`src/rtl/lrs_pkg.sv`:
```
package lrs_pkg;
   localparam int unsigned LRS_MAX_STAGES = 3;
   localparam int unsigned LRS_MIN_SYNC   = 2;

   function automatic int unsigned lrs_cnt_width(input int unsigned limit);
      return (limit < 2) ? 1 : $clog2(limit);
   endfunction
endpackage

```
`src/rtl/lrs_stage_chain.sv`:
```
module lrs_stage_chain #(
   parameter int unsigned NUM_STAGES = 3
) (
   input  logic                  por_i,
   input  logic [NUM_STAGES-1:0] lock_i,
   output logic [NUM_STAGES-1:0] synth_rst_o,
   output logic                  chain_ok_o
);
   logic [NUM_STAGES:0] ok_prefix;

   assign ok_prefix[0] = 1'b1;

   for (genvar k = 0; k < NUM_STAGES; k++) begin : g_stage
      assign ok_prefix[k+1]  = ok_prefix[k] & lock_i[k];
      assign synth_rst_o[k]  = por_i | ~ok_prefix[k];
   end

   assign chain_ok_o = ok_prefix[NUM_STAGES];
endmodule

```
`src/rtl/lrs_sync.sv`:
```
module lrs_sync #(
   parameter int unsigned SYNC_STAGES = 2
) (
   input  logic clk_i,
   input  logic arst_i,
   output logic q_o
);
   logic [SYNC_STAGES-1:0] shift_q;

   always_ff @(posedge clk_i or posedge arst_i) begin
      if (arst_i) shift_q <= '0;
      else        shift_q <= {shift_q[SYNC_STAGES-2:0], 1'b1};
   end

   assign q_o = shift_q[SYNC_STAGES-1];
endmodule

```
`src/rtl/lrs_hold_counter.sv`:
```
module lrs_hold_counter
   import lrs_pkg::*;
#(
   parameter int unsigned HOLD_CYCLES = 16
) (
   input  logic clk_i,
   input  logic arst_i,
   input  logic start_i,
   output logic done_o
);
   localparam int unsigned CW = lrs_cnt_width(HOLD_CYCLES);
   localparam logic [CW-1:0] LAST = CW'(HOLD_CYCLES - 1);

   logic [CW-1:0] cnt_q;
   logic          done_q;

   always_ff @(posedge clk_i or posedge arst_i) begin
      if (arst_i) begin
         cnt_q  <= '0;
         done_q <= 1'b0;
      end else if (start_i && !done_q) begin
         if (cnt_q == LAST) done_q <= 1'b1;
         else               cnt_q  <= cnt_q + 1'b1;
      end
   end

   assign done_o = done_q;
endmodule

```
`src/rtl/lock_reset_sequencer.sv`:
```
module lock_reset_sequencer
   import lrs_pkg::*;
#(
   parameter int unsigned NUM_STAGES  = 3,
   parameter int unsigned SYNC_STAGES = 2,
   parameter int unsigned HOLD_CYCLES = 16
) (
   input  logic                  clk_i,
   input  logic                  por_i,
   input  logic [NUM_STAGES-1:0] lock_i,
   output logic [NUM_STAGES-1:0] synth_rst_o,
   output logic                  func_rst_n_o,
   output logic                  ready_o
);
   if (NUM_STAGES < 1 || NUM_STAGES > LRS_MAX_STAGES) begin : g_bad_stages
      $error("NUM_STAGES out of range");
   end
   if (SYNC_STAGES < LRS_MIN_SYNC) begin : g_bad_sync
      $error("SYNC_STAGES too small");
   end
   if (HOLD_CYCLES < 2) begin : g_bad_hold
      $error("HOLD_CYCLES too small");
   end

   logic chain_ok;
   logic domain_arst;
   logic lock_synced;
   logic released;

   lrs_stage_chain #(.NUM_STAGES(NUM_STAGES)) u_chain (
      .por_i       (por_i),
      .lock_i      (lock_i),
      .synth_rst_o (synth_rst_o),
      .chain_ok_o  (chain_ok)
   );

   assign domain_arst = por_i | ~chain_ok;

   lrs_sync #(.SYNC_STAGES(SYNC_STAGES)) u_sync (
      .clk_i  (clk_i),
      .arst_i (domain_arst),
      .q_o    (lock_synced)
   );

   lrs_hold_counter #(.HOLD_CYCLES(HOLD_CYCLES)) u_hold (
      .clk_i   (clk_i),
      .arst_i  (domain_arst),
      .start_i (lock_synced),
      .done_o  (released)
   );

   assign func_rst_n_o = released;
   assign ready_o      = released;
endmodule

```
`config.mk`:
```
export PLATFORM = sky130hd
export DESIGN_NAME = lock_reset_sequencer
export DESIGN_NICKNAME = d
export VERILOG_FILES = /design/src/rtl/lrs_pkg.sv /design/src/rtl/lrs_stage_chain.sv /design/src/rtl/lrs_sync.sv /design/src/rtl/lrs_hold_counter.sv /design/src/rtl/lock_reset_sequencer.sv
export SDC_FILE = /design/constraint.sdc
export NUM_CORES = 1
export LEC_CHECK = 0
export ABC_CLOCK_PERIOD_IN_PS = 2400
export BUFFER_PORTS_ARGS = -buffer_cell sky130_fd_sc_hd__buf_2
export CORE_AREA = 3 3 40 42
export DETAILED_ROUTE_END_ITERATION = 6
export DIE_AREA = 0 0 43 45
export SYNTH_ARGS = -nofsm -noshare
export SYNTH_HDL_FRONTEND = slang
export SYNTH_SLANG_ARGS = --single-unit
```
`constraint.sdc`:
```
create_clock -name clk_i -period 2.4 [get_ports clk_i]
set_input_delay 0.48 -clock clk_i [delete_from_list [all_inputs] [get_ports clk_i]]
set_output_delay 0.48 -clock clk_i [all_outputs]
set_load 0.005 [all_outputs]
```
==> out/qor.csv, run 1 <==
metric;value;unit
synthTopCellsByCount;dfrtp_1 (7), buf_4 (2), nand2_1 (2), nor2b_1 (2);
synth-seq-area-share;0.547;
ant_nets;0;
multi_input_area;126;um^2
cp.arrival;0.94;ns
die_h;45;um
tritoncts;built;
die_x;43;um
place_inst;49;
holdWs;0.239;ns
place_area;369;um^2
drt-initial-drc-count;6;
fin_cells;53;
async_reset_ff_frac;1.00;
skew;0.00810;ns
dieArea;1940;um^2
place_congestion;0.712;
crit_top_cell;buf_2;
report.final.slew_viol_count;0;
seq_area;175;um^2
pwr_density_cell;1120;nW/um^2
root_buffer;clkbuf_4;
fillers;132;
crit_chain;buf_2 -> nor2b_1 -> nand2_1 -> buf_2;
wl_per_cell;9.34;um
fin_crit;1.42;ns
synth.largest_area_cell;dfrtp_1;
grt_util_all_layers;0.0657;
num_antenna_cells;0;
grt_setup_unrepaired;false;
overflow;0;
drt_wl_total;495;um
status;finished, final reports clean;
stdcell_area;395;um^2
yosysMostFrequentCell;dfrtp_1;
min_path_type;input port to async pin;
dp_hpwl;380;um
drive_gt1_frac;0.368;
ys_ff_latch;7;
crit_path_start_kind;input port;
syn_to_final_growth;23.4;%
yosys_warnings;0;
cts_buffer_depth;2;
netlist_top_cells_area;dfrtp_1 (55%), buf_4 (4.7%), nor2b_4 (4.3%);
irDropWorstVdd;0.560;mV
core_area;1280;um^2
clock.fmax;707;MHz
grt_max_degree;8;
post-cts-setup-buffer-count;0;
antenna_found_initial;0;
num_io_pins;10;
synth_cell_types;18;
num_vias;217;
netlist_instances;27;
end_kind;primary output;
nNetsFinal;45;
criticalPathCategory;input port to primary output;
hold_viol;0;
drc_errors;0;
cpPeakStageDelay;0.16;ns
cp_num_cells;4;
ctsHoldBuffers;0;
worstPathRequired;1.92;ns
htreeDepth;1;
firstDrtPassIters;4;
clkLatencyLatePin;0.25;ns
power.leakage;0.189;nW
path_clk_slew;0.05;ns
avgSynthCellArea;11.9;um^2
grt_pass1_vias;201;
synth_top_area_share;0.547;
num_rows;13;
synth_area;320;um^2
clock-sinks;7;
synth_ff_type;dfrtp_1;
grt_pass1_wl;834;um
crit_buf_inv;2;
cts_made_buffers;3;
synth_edf_count;0;
tns;0;ns
vias_per_cell;4.09;
cpMaxStageDelayCell;nor2b_1;
finalSetupViolCount;0;
fin_crit_sh;0.590;
critical-path-top-delay-family;simple AND/OR/NAND/NOR gates;
syn_nets;33;
drv_cap;0;
cp_max_fo;3;
io_buffers;9;
start_util;0.249;
reg2regPathDepth;4;
cts_resized;0;
[registers in the layout, indices dropped and copies added (netlist names)]
name,flops
u_hold.cnt_q,4
u_sync.shift_q,2
u_hold.done_o,1
[power breakdown]
group / switching, W / internal [W] / total (W)
Combinational: 0.0000540 / 0.0000733 / 0.000127
Clock: 0.0000407 / 0.0000632 / 0.000104
Sequential: 0.0000479 / 0.000164 / 0.000212
[per-layer routing]
metal | vias to the layer above | wire length [um] | track usage
li1 | 113 | - | -
met1 | 98 | 227 | 0.0721
met2 | 6 | 234 | 0.0838
met3 | 0 | 33 | 0.0598
met4 | 0 | 0 | 0.0361
met5 | - | 0 | 0
[kinds of logic (layout without fill, tap and decap cells)]
logic type / after synthesis / after routing / synth area share
and+or+nand+nor: 9 / 9 / 0.180
DFF: 7 / 7 / 0.547
AOI/OAI and AO/OA: 3 / 3 / 0.0664
buffers and inverters: 3 / 14 / 0.0586
muxes: 2 / 2 / 0.0703
adders and majority gates: 1 / 1 / 0.0391
other: 1 / 1 / 0.0117
xor gates and xnor gates: 1 / 1 / 0.0273
[final cells by class]
cell class	instances	area share
Clock buffer	4	0.0665
Inverter	1	0.00949
Multi-Input combinational cell	17	0.320
Sequential cell	7	0.443
Tap cell	15	0.0475
Timing Repair Buffer	9	0.114
[stage by stage]
step,utilization,power [W],setup WS [ns]
2_1_floorplan,-,0.000308,1.20
3_3_place_gp,0.287,0.000334,0.992
3_5_place_dp,0.287,0.000340,0.979
4_1_cts,0.308,0.000450,0.979
5_1_grt,0.308,0.000482,0.934
6_report,0.308,0.000443,0.985
[worst paths after layout]
path	start	end	slack (ns)
max	por_i	synth_rst_o[2]	0.98
min	lock_i[2]	u_sync.shift_q[1]$_DFF_PP0_	0.24
max reg2reg	u_hold.cnt_q[0]$_DFFE_PP0P_	u_hold.cnt_q[1]$_DFFE_PP0P_	1.10
min reg2reg	u_sync.shift_q[0]$_DFF_PP0_	u_sync.shift_q[1]$_DFF_PP0_	0.34
max in group asynchronous	por_i	u_hold.cnt_q[0]$_DFFE_PP0P_	1.68
min in group clk_i	u_sync.shift_q[0]$_DFF_PP0_	u_sync.shift_q[1]$_DFF_PP0_	0.34
[layout by cell type, fill, tap and decap left out, drive strengths merged]
cell type	n
nor2b	3
a41o	1
dfrtp	7
conb	1
nand3	1
a21oi	1
xnor2	1
a31oi	1
mux2	2
and3	1
clkbuf	4
inv	1
nand4	1
nand2	2
buf	9
ha	1
nand2b	1
Note: power is estimated with default switching activity, not from simulation.
==> run 2, diff against run 1 <==
--- a/config.mk
+++ b/config.mk
@@ -5,7 +5,8 @@
 export SDC_FILE = /design/constraint.sdc
 export NUM_CORES = 1
 export LEC_CHECK = 0
-export ABC_CLOCK_PERIOD_IN_PS = 2400
+export ABC_AREA = 1
+export ABC_CLOCK_PERIOD_IN_PS = 1370
 export BUFFER_PORTS_ARGS = -buffer_cell sky130_fd_sc_hd__buf_2
 export CORE_AREA = 3 3 40 42
 export DETAILED_ROUTE_END_ITERATION = 6
==> constraint.sdc (replaced) <==
create_clock -name clk_i -period 1.37 [get_ports clk_i]
set_input_delay 0.274 -clock clk_i [delete_from_list [all_inputs] [get_ports clk_i]]
set_output_delay 0.274 -clock clk_i [all_outputs]
set_load 0.005 [all_outputs]
==> run 2 against run 1 <==
Compared with the run above:
- hold slack worse by 0.19 ns
- synthesized area rose by 11%
- clock skew is 0.0054 ns lower
- first-iteration DRC count is 50% lower
- clock power rose by 75%
- sequential power increased by 75%
- critical path depth rose by 2
==> out/qor.csv, run 2 <==
metric;value;unit;change
synthSimpleGateAreaFrac;0.299;;+0.120
grt_util_all_layers;0.0722;;+0.00655
cp_max_fo;4;;+1
final_cell_mix;nand2_1 (11), buf_2 (9), dfrtp_1 (7);;
syn_to_final_growth;23.2;%;
num_rows;13;;unchanged
num_antenna_cells;0;;unchanged
nNetsFinal;59;;+31%
cpMaxStageDelayCell;dfrtp_1;;
synth.largest_area_cell;dfrtp_1;;
core_area;1280;um^2;unchanged
synth_area;355;um^2;+11%
rr_startpoint;u_hold.cnt_q[0]$_DFFE_PP0P_;;
hold_viol;0;;unchanged
htreeDepth;1;;unchanged
dp_hpwl;478;um;+26%
die_x;43;um;unchanged
power.leakage;0.242;nW;+28%
num_vias;265;;+22%
async_reset_ff_frac;1.00;;unchanged
num_io_pins;10;;unchanged
finalSetupViolCount;0;;unchanged
path_clk_slew;0.05;ns;about the same
grt_pass1_wl;1010;um;+21%
cpPeakStageDelay;0.40;ns;+0.24 ns
crit_chain;ha_1 -> nand3_2 -> nand2_4 -> inv_2 -> nand2_2 -> nand2_1;;
worstReg2RegEnd;u_hold.cnt_q[3]$_DFFE_PP0P_;;
post-cts-setup-buffer-count;0;;unchanged
p_switching;0.000300;W;+110%
synthXorXnorAreaFrac;0.0246;;-0.00270
clock-sinks;7;;unchanged
synth_compound_area_frac;0.0211;;-0.0453
netlist_top_cells_area;dfrtp_1 (49%), nand2_1 (12%), inv_1 (5.3%);;
grt_setup_unrepaired;false;;
p_seq_frac;0.449;;-0.029
clkLatencyLatePin;0.25;ns;about the same
syn_nets;46;;+39%
cp.arrival;1.24;ns;+0.30 ns
synth_ff_type;dfrtp_1;;
tns;0;ns;unchanged
fin_crit;1.10;ns;
reg2regPathDepth;6;;+2
overflow;0;;unchanged
yosysMostFrequentCell;nand2_1;;
critical-path-top-delay-family;flip-flops;;
largest_reg_flops;4;;unchanged
pwr_density_cell;1890;nW/um^2;+69%
top_register;u_hold.cnt_q;;
io_buffers;9;;unchanged
skew;0.00267;ns;-0.00543 ns
p_int;0.000528;W;+76%
wl_per_cell;8.43;um;-9.7%
post_synth_mux_area_share;0;;-0.0703
end_kind;flip-flop;;
die_h;45;um;unchanged
start_util;0.277;;+0.0273
status;finished, final reports clean;;
crit_path_start_kind;flip-flop;;
criticalPathCategory;flip-flop to flip-flop;;
ant_nets;0;;unchanged
synth_top_area_share;0.493;;-0.0539
root_buffer;clkbuf_4;;
avgSynthCellArea;8.88;um^2;-25%
final_common_cell;nand2_1;;
clock.fmax;909;MHz;
ctsHoldBuffers;0;;unchanged
drv_cap;0;;unchanged
synth_top_family_by_area;simple AND/OR/NAND/NOR gates;;
dieArea;1940;um^2;unchanged
report.final.slew_viol_count;0;;unchanged
yosys.area_share.adder;0.0352;;-0.00385
comb_power_share;0.330;;+0.043
cts_made_buffers;3;;unchanged
synth-seq-area-share;0.493;;-0.0539
worstPathRequired;1.51;ns;-0.41 ns
synth_edf_count;0;;unchanged
stdcell_area;438;um^2;+11%
grt_pass1_vias;260;;+29%
irDropWorstVdd;0.511;mV;-8.7%
fin_crit_sh;0.803;;
place_area;412;um^2;+12%
grt_max_degree;8;;unchanged
drc_errors;0;;unchanged
antenna_found_initial;0;;unchanged
clock_power_share;0.220;;-0.015
min_path_type;input port to async pin;;
synth_cell_types;16;;-2
yosys_warnings;0;;unchanged
r2r_slack;0.27;ns;-0.83 ns
place_congestion;0.657;;-7.8%
tritoncts;built;;
synthTopCellsByCount;nand2_1 (11), dfrtp_1 (7), inv_1 (5);;
drt_wl_total;565;um;+14%
vias_per_cell;3.96;;-3.4%
switching_share;0.362;;+0.0402
cts_buffer_depth;2;;unchanged
drt-initial-drc-count;3;;-3
netlist_instances;40;;+48%
ys_ff_latch;7;;unchanged
crit_buf_inv;1;;-1
cts_resized;0;;unchanged
drive_gt1_frac;0.365;;-0.00304
firstDrtPassIters;2;;-2
==> run 2: cell count changes after synthesis, sizes merged, moves of 2 or more <==
cell	delta
nand2	+11
inv	+6
nor2b	-3
mux2	-2
nand3	+2
nor2	+2
==> run 2: how the worst max path moves through the flow <==
stage	start	end	slack, ns	depth (start not counted)
after CTS	u_hold.cnt_q[0]$_DFFE_PP0P_	u_hold.cnt_q[3]$_DFFE_PP0P_	0.26	6
after detailed placement	u_hold.cnt_q[0]$_DFFE_PP0P_	u_hold.cnt_q[3]$_DFFE_PP0P_	0.26	6
after floorplan	u_hold.cnt_q[0]$_DFFE_PP0P_	u_hold.cnt_q[0]$_DFFE_PP0P_	0.35	4
after global routing	u_hold.cnt_q[0]$_DFFE_PP0P_	u_hold.cnt_q[1]$_DFFE_PP0P_	0.17	6
final	u_hold.cnt_q[0]$_DFFE_PP0P_	u_hold.cnt_q[3]$_DFFE_PP0P_	0.27	6
after global placement	u_hold.cnt_q[0]$_DFFE_PP0P_	u_hold.cnt_q[3]$_DFFE_PP0P_	0.31	6
==> run 2: cells by family (layout without fill, tap and decap cells) <==
family | Yosys count | after routing
AND/OR/NAND/NOR | 20 | 20
flip-flops | 7 | 7
adder cells (fa/ha/maj) | 1 | 1
buffers and inverters | 9 | 21
other | 1 | 1
AO/OA/AOI/OAI | 1 | 1
XOR/XNOR | 1 | 1
==> run 2: per-stage QoR <==
step                 util  hold slack [ns]  setup WS, ns  total power (W)  instances
floorplan               -            0.234         0.347         0.000590         40
global placement    0.320            0.306         0.310         0.000653         63
detailed placement  0.320            0.315         0.262         0.000656         63
CTS                 0.341           0.0421         0.259         0.000849         67
global route        0.341           0.0689         0.167         0.000908         67
finish              0.341           0.0462         0.270         0.000828         67
==> run 2: cell type report <==
class | count | area, um^2
clock buffers | 4 | 26.3
fillers | 148 | 847
inverters | 7 | 26.3
multi-input cells | 24 | 139
flip-flops and latches | 7 | 175
well taps | 15 | 18.8
repair buffers | 10 | 52.6
==> run 2: routing by layer <==
metal / GRT usage / up-vias / part of all wire
li1: - / 147 / -
met1: 0.0963 / 115 / 0.49
met2: 0.0958 / 3 / 0.46
met3: 0.0239 / 0 / 0.042
met4: 0.0542 / 0 / 0
met5: 0 / - / 0
==> run 2: tightest hold or removal path: cells and delay by family <==
family	cells	cell delay (ns)
buffers and inverters	3	0.26
and+or+nand+nor	1	0.09
==> run 2: power by group through the flow <==
| stage | Sequential (W) | Clock, W | Combinational [W] |
|---|---|---|---|
| 2_1_floorplan | 0.000362 | 0 | 0.000227 |
| 3_3_place_gp | 0.000374 | 0 | 0.000279 |
| 3_5_place_dp | 0.000376 | 0 | 0.000280 |
| 4_1_cts | 0.000372 | 0.000196 | 0.000281 |
| 5_1_grt | 0.000389 | 0.000200 | 0.000318 |
| 6_report | 0.000372 | 0.000182 | 0.000274 |
==> run 3, diff against run 2 <==
--- a/config.mk
+++ b/config.mk
@@ -6,7 +6,7 @@
 export NUM_CORES = 1
 export LEC_CHECK = 0
 export ABC_AREA = 1
-export ABC_CLOCK_PERIOD_IN_PS = 1370
+export ABC_CLOCK_PERIOD_IN_PS = 1050
 export BUFFER_PORTS_ARGS = -buffer_cell sky130_fd_sc_hd__buf_2
 export CORE_AREA = 3 3 40 42
 export DETAILED_ROUTE_END_ITERATION = 6
==> constraint.sdc (replaced) <==
create_clock -name clk_i -period 1.05 [get_ports clk_i]
set_input_delay 0.21 -clock clk_i [delete_from_list [all_inputs] [get_ports clk_i]]
set_output_delay 0.21 -clock clk_i [all_outputs]
set_load 0.005 [all_outputs]
==> run 3 against run 2 <==
Compared with the run above:
- via count is 6.0% higher
- hold slack lost 0.0083 ns
- cell area rose by 12%
- clock-buffer cell count unchanged
- critical path depth is the same
- first-iteration DRC count is 67% lower
- clock skew is essentially flat
- maximum frequency grew 7.9%
- sequential power up 34%
- sequential share of layout area fell by 4.3 points
- combinational power increased by 92%
- register-to-register slack got worse by 0.24 ns
- critical path type unchanged
- largest power group is now combinational logic
==> out/qor.csv, run 3 (synthesized netlist as in run 2, its figures left out) <==
metric;value;unit;change
status;finished, final reports clean;;
num_vias;281;;+6.0%
drc_errors;0;;unchanged
core_area;1280;um^2;unchanged
crit_path_start_kind;flip-flop;;
firstDrtPassIters;2;;unchanged
utilization;0.382;;+0.0409
antenna_found_initial;0;;unchanged
pwr_density_cell;2580;nW/um^2;+37%
nNetsFinal;62;;+5.1%
min_path_type;input port to async pin;;
path_clk_slew;0.05;ns;about the same
grt_pass1_wl;1030;um;+2.1%
grt_util_all_layers;0.0783;;+0.00607
drt-initial-drc-count;1;;-2
largest_reg_flops;4;;unchanged
num_rows;13;;unchanged
cts_made_buffers;3;;unchanged
seq_area;175;um^2;unchanged
place_congestion;0.723;;+10%
criticalPathCategory;flip-flop to flip-flop;;
stdcell_area;490;um^2;+12%
num_io_pins;10;;unchanged
tritoncts;built;;
final_common_cell;buf_2;;
ant_nets;0;;unchanged
fin_crit_sh;0.971;;+0.168
worstPathRequired;1.19;ns;-0.32 ns
place_inst;65;;+3.2%
grt_setup_unrepaired;true;;
top_register;u_hold.cnt_q;;
dp_slack;-0.00123;ns;-0.263 ns
irDropWorstVdd;0.681;mV;+33%
fin_cells;70;;+4.5%
fillers;134;;-9.5%
hold_viol;0;;unchanged
fin_ws;0.0305;ns;-0.239 ns
dp_hpwl;528;um;+11%
syn_to_final_growth;38.0;%;
report.final.slew_viol_count;0;;unchanged
multi_input_area;166;um^2;+20%
cp.arrival;1.16;ns;-0.08 ns
place_area;427;um^2;+3.6%
post-cts-setup-buffer-count;0;;unchanged
clock.fmax;981;MHz;+7.9%
drt_wl_total;667;um;+18%
dieArea;1940;um^2;unchanged
clock-sinks;7;;unchanged
overflow;0;;unchanged
start_util;0.277;;unchanged
cts_buffer_depth;2;;unchanged
grt_max_degree;8;;unchanged
root_buffer;clkbuf_4;;
wl_per_cell;9.53;um;+13%
clkLatencyLatePin;0.25;ns;about the same
die_h;45;um;unchanged
htreeDepth;1;;unchanged
fin_crit;1.02;ns;-0.0806 ns
num_antenna_cells;0;;unchanged
skew;0.00265;ns;-0.0000249 ns
cp_max_fo;4;;unchanged
final_cell_mix;buf_2 (9), nand2_1 (8), dfrtp_1 (7);;
grt_pass1_vias;250;;-3.8%
drive_gt1_frac;0.455;;+0.0892
die_x;43;um;unchanged
end_kind;flip-flop;;
drv_cap;0;;unchanged
vias_per_cell;4.01;;+1.5%
io_buffers;9;;unchanged
finalSetupViolCount;0;;unchanged
power.leakage;0.256;nW;+5.9%
## run 3: cell type report
cell class,count,area share
Sequential cell,7,0.357
Multi-Input combinational cell,24,0.339
Timing Repair Buffer,13,0.158
Clock buffer,4,0.0536
Inverter,7,0.0536
Tap cell,15,0.0383
## run 3: report_power, final
part | switching (W) | internal [W]
sequential | 0.000129 | 0.000371
clock | 0.0000943 | 0.000145
combinational | 0.000249 | 0.000279
total | 0.000471 | 0.000795
## run 3: metal layers
metal,share of wire,GRT usage,vias to the layer above
met3,0.037,0.0239,2
met5,0,0,-
met2,0.51,0.123,5
met4,0.022,0.0723,0
met1,0.43,0.0846,125
li1,-,-,149
## run 3: worst paths after layout
path / start / to / slack (ns) / depth (start not counted)
max: u_hold.cnt_q[1]$_DFFE_PP0P_ / u_hold.cnt_q[1]$_DFFE_PP0P_ / 0.03 / 6
min: lock_i[1] / u_hold.done_o$_DFFE_PP0P_ / 0.04 / 4
max reg2reg: u_hold.cnt_q[1]$_DFFE_PP0P_ / u_hold.cnt_q[1]$_DFFE_PP0P_ / 0.03 / 6
min reg2reg: u_sync.shift_q[0]$_DFF_PP0_ / u_sync.shift_q[1]$_DFF_PP0_ / 0.35 / 0
max in group asynchronous: lock_i[2] / u_hold.cnt_q[0]$_DFFE_PP0P_ / 0.41 / 5
min in group clk_i: u_sync.shift_q[0]$_DFF_PP0_ / u_sync.shift_q[1]$_DFF_PP0_ / 0.35 / 0
## run 3: per-stage QoR
step / total power (W) / setup TNS, ns / hold slack (ns)
final: 0.00127 / 0 / 0.0379
after CTS: 0.00119 / 0 / 0.0370
after floorplan: 0.000769 / 0 / 0.170
after global placement: 0.000911 / 0 / 0.243
after detailed placement: 0.000925 / -0.00220 / 0.248
after global routing: 0.00137 / -0.0696 / 0.0490
## run 3: critical path: stages (launching register included)
cell and delay, ns:
dfrtp_1 0.40, ha_4 0.18, nand3_4 0.08, nand2_4 0.10, inv_2 0.05, nand2_2 0.05
nand2_2 0.04
## run 3: what timing repair did
| action | CTS | global route |
|---|---|---|
| pin swaps | 0 | 4 |
| hold buffers | 1 | 0 |
| endpoints found under the setup margin | 2 | 2 |
| resized for setup | 1 | 5 |
| endpoints found under the hold margin | 7 | 0 |
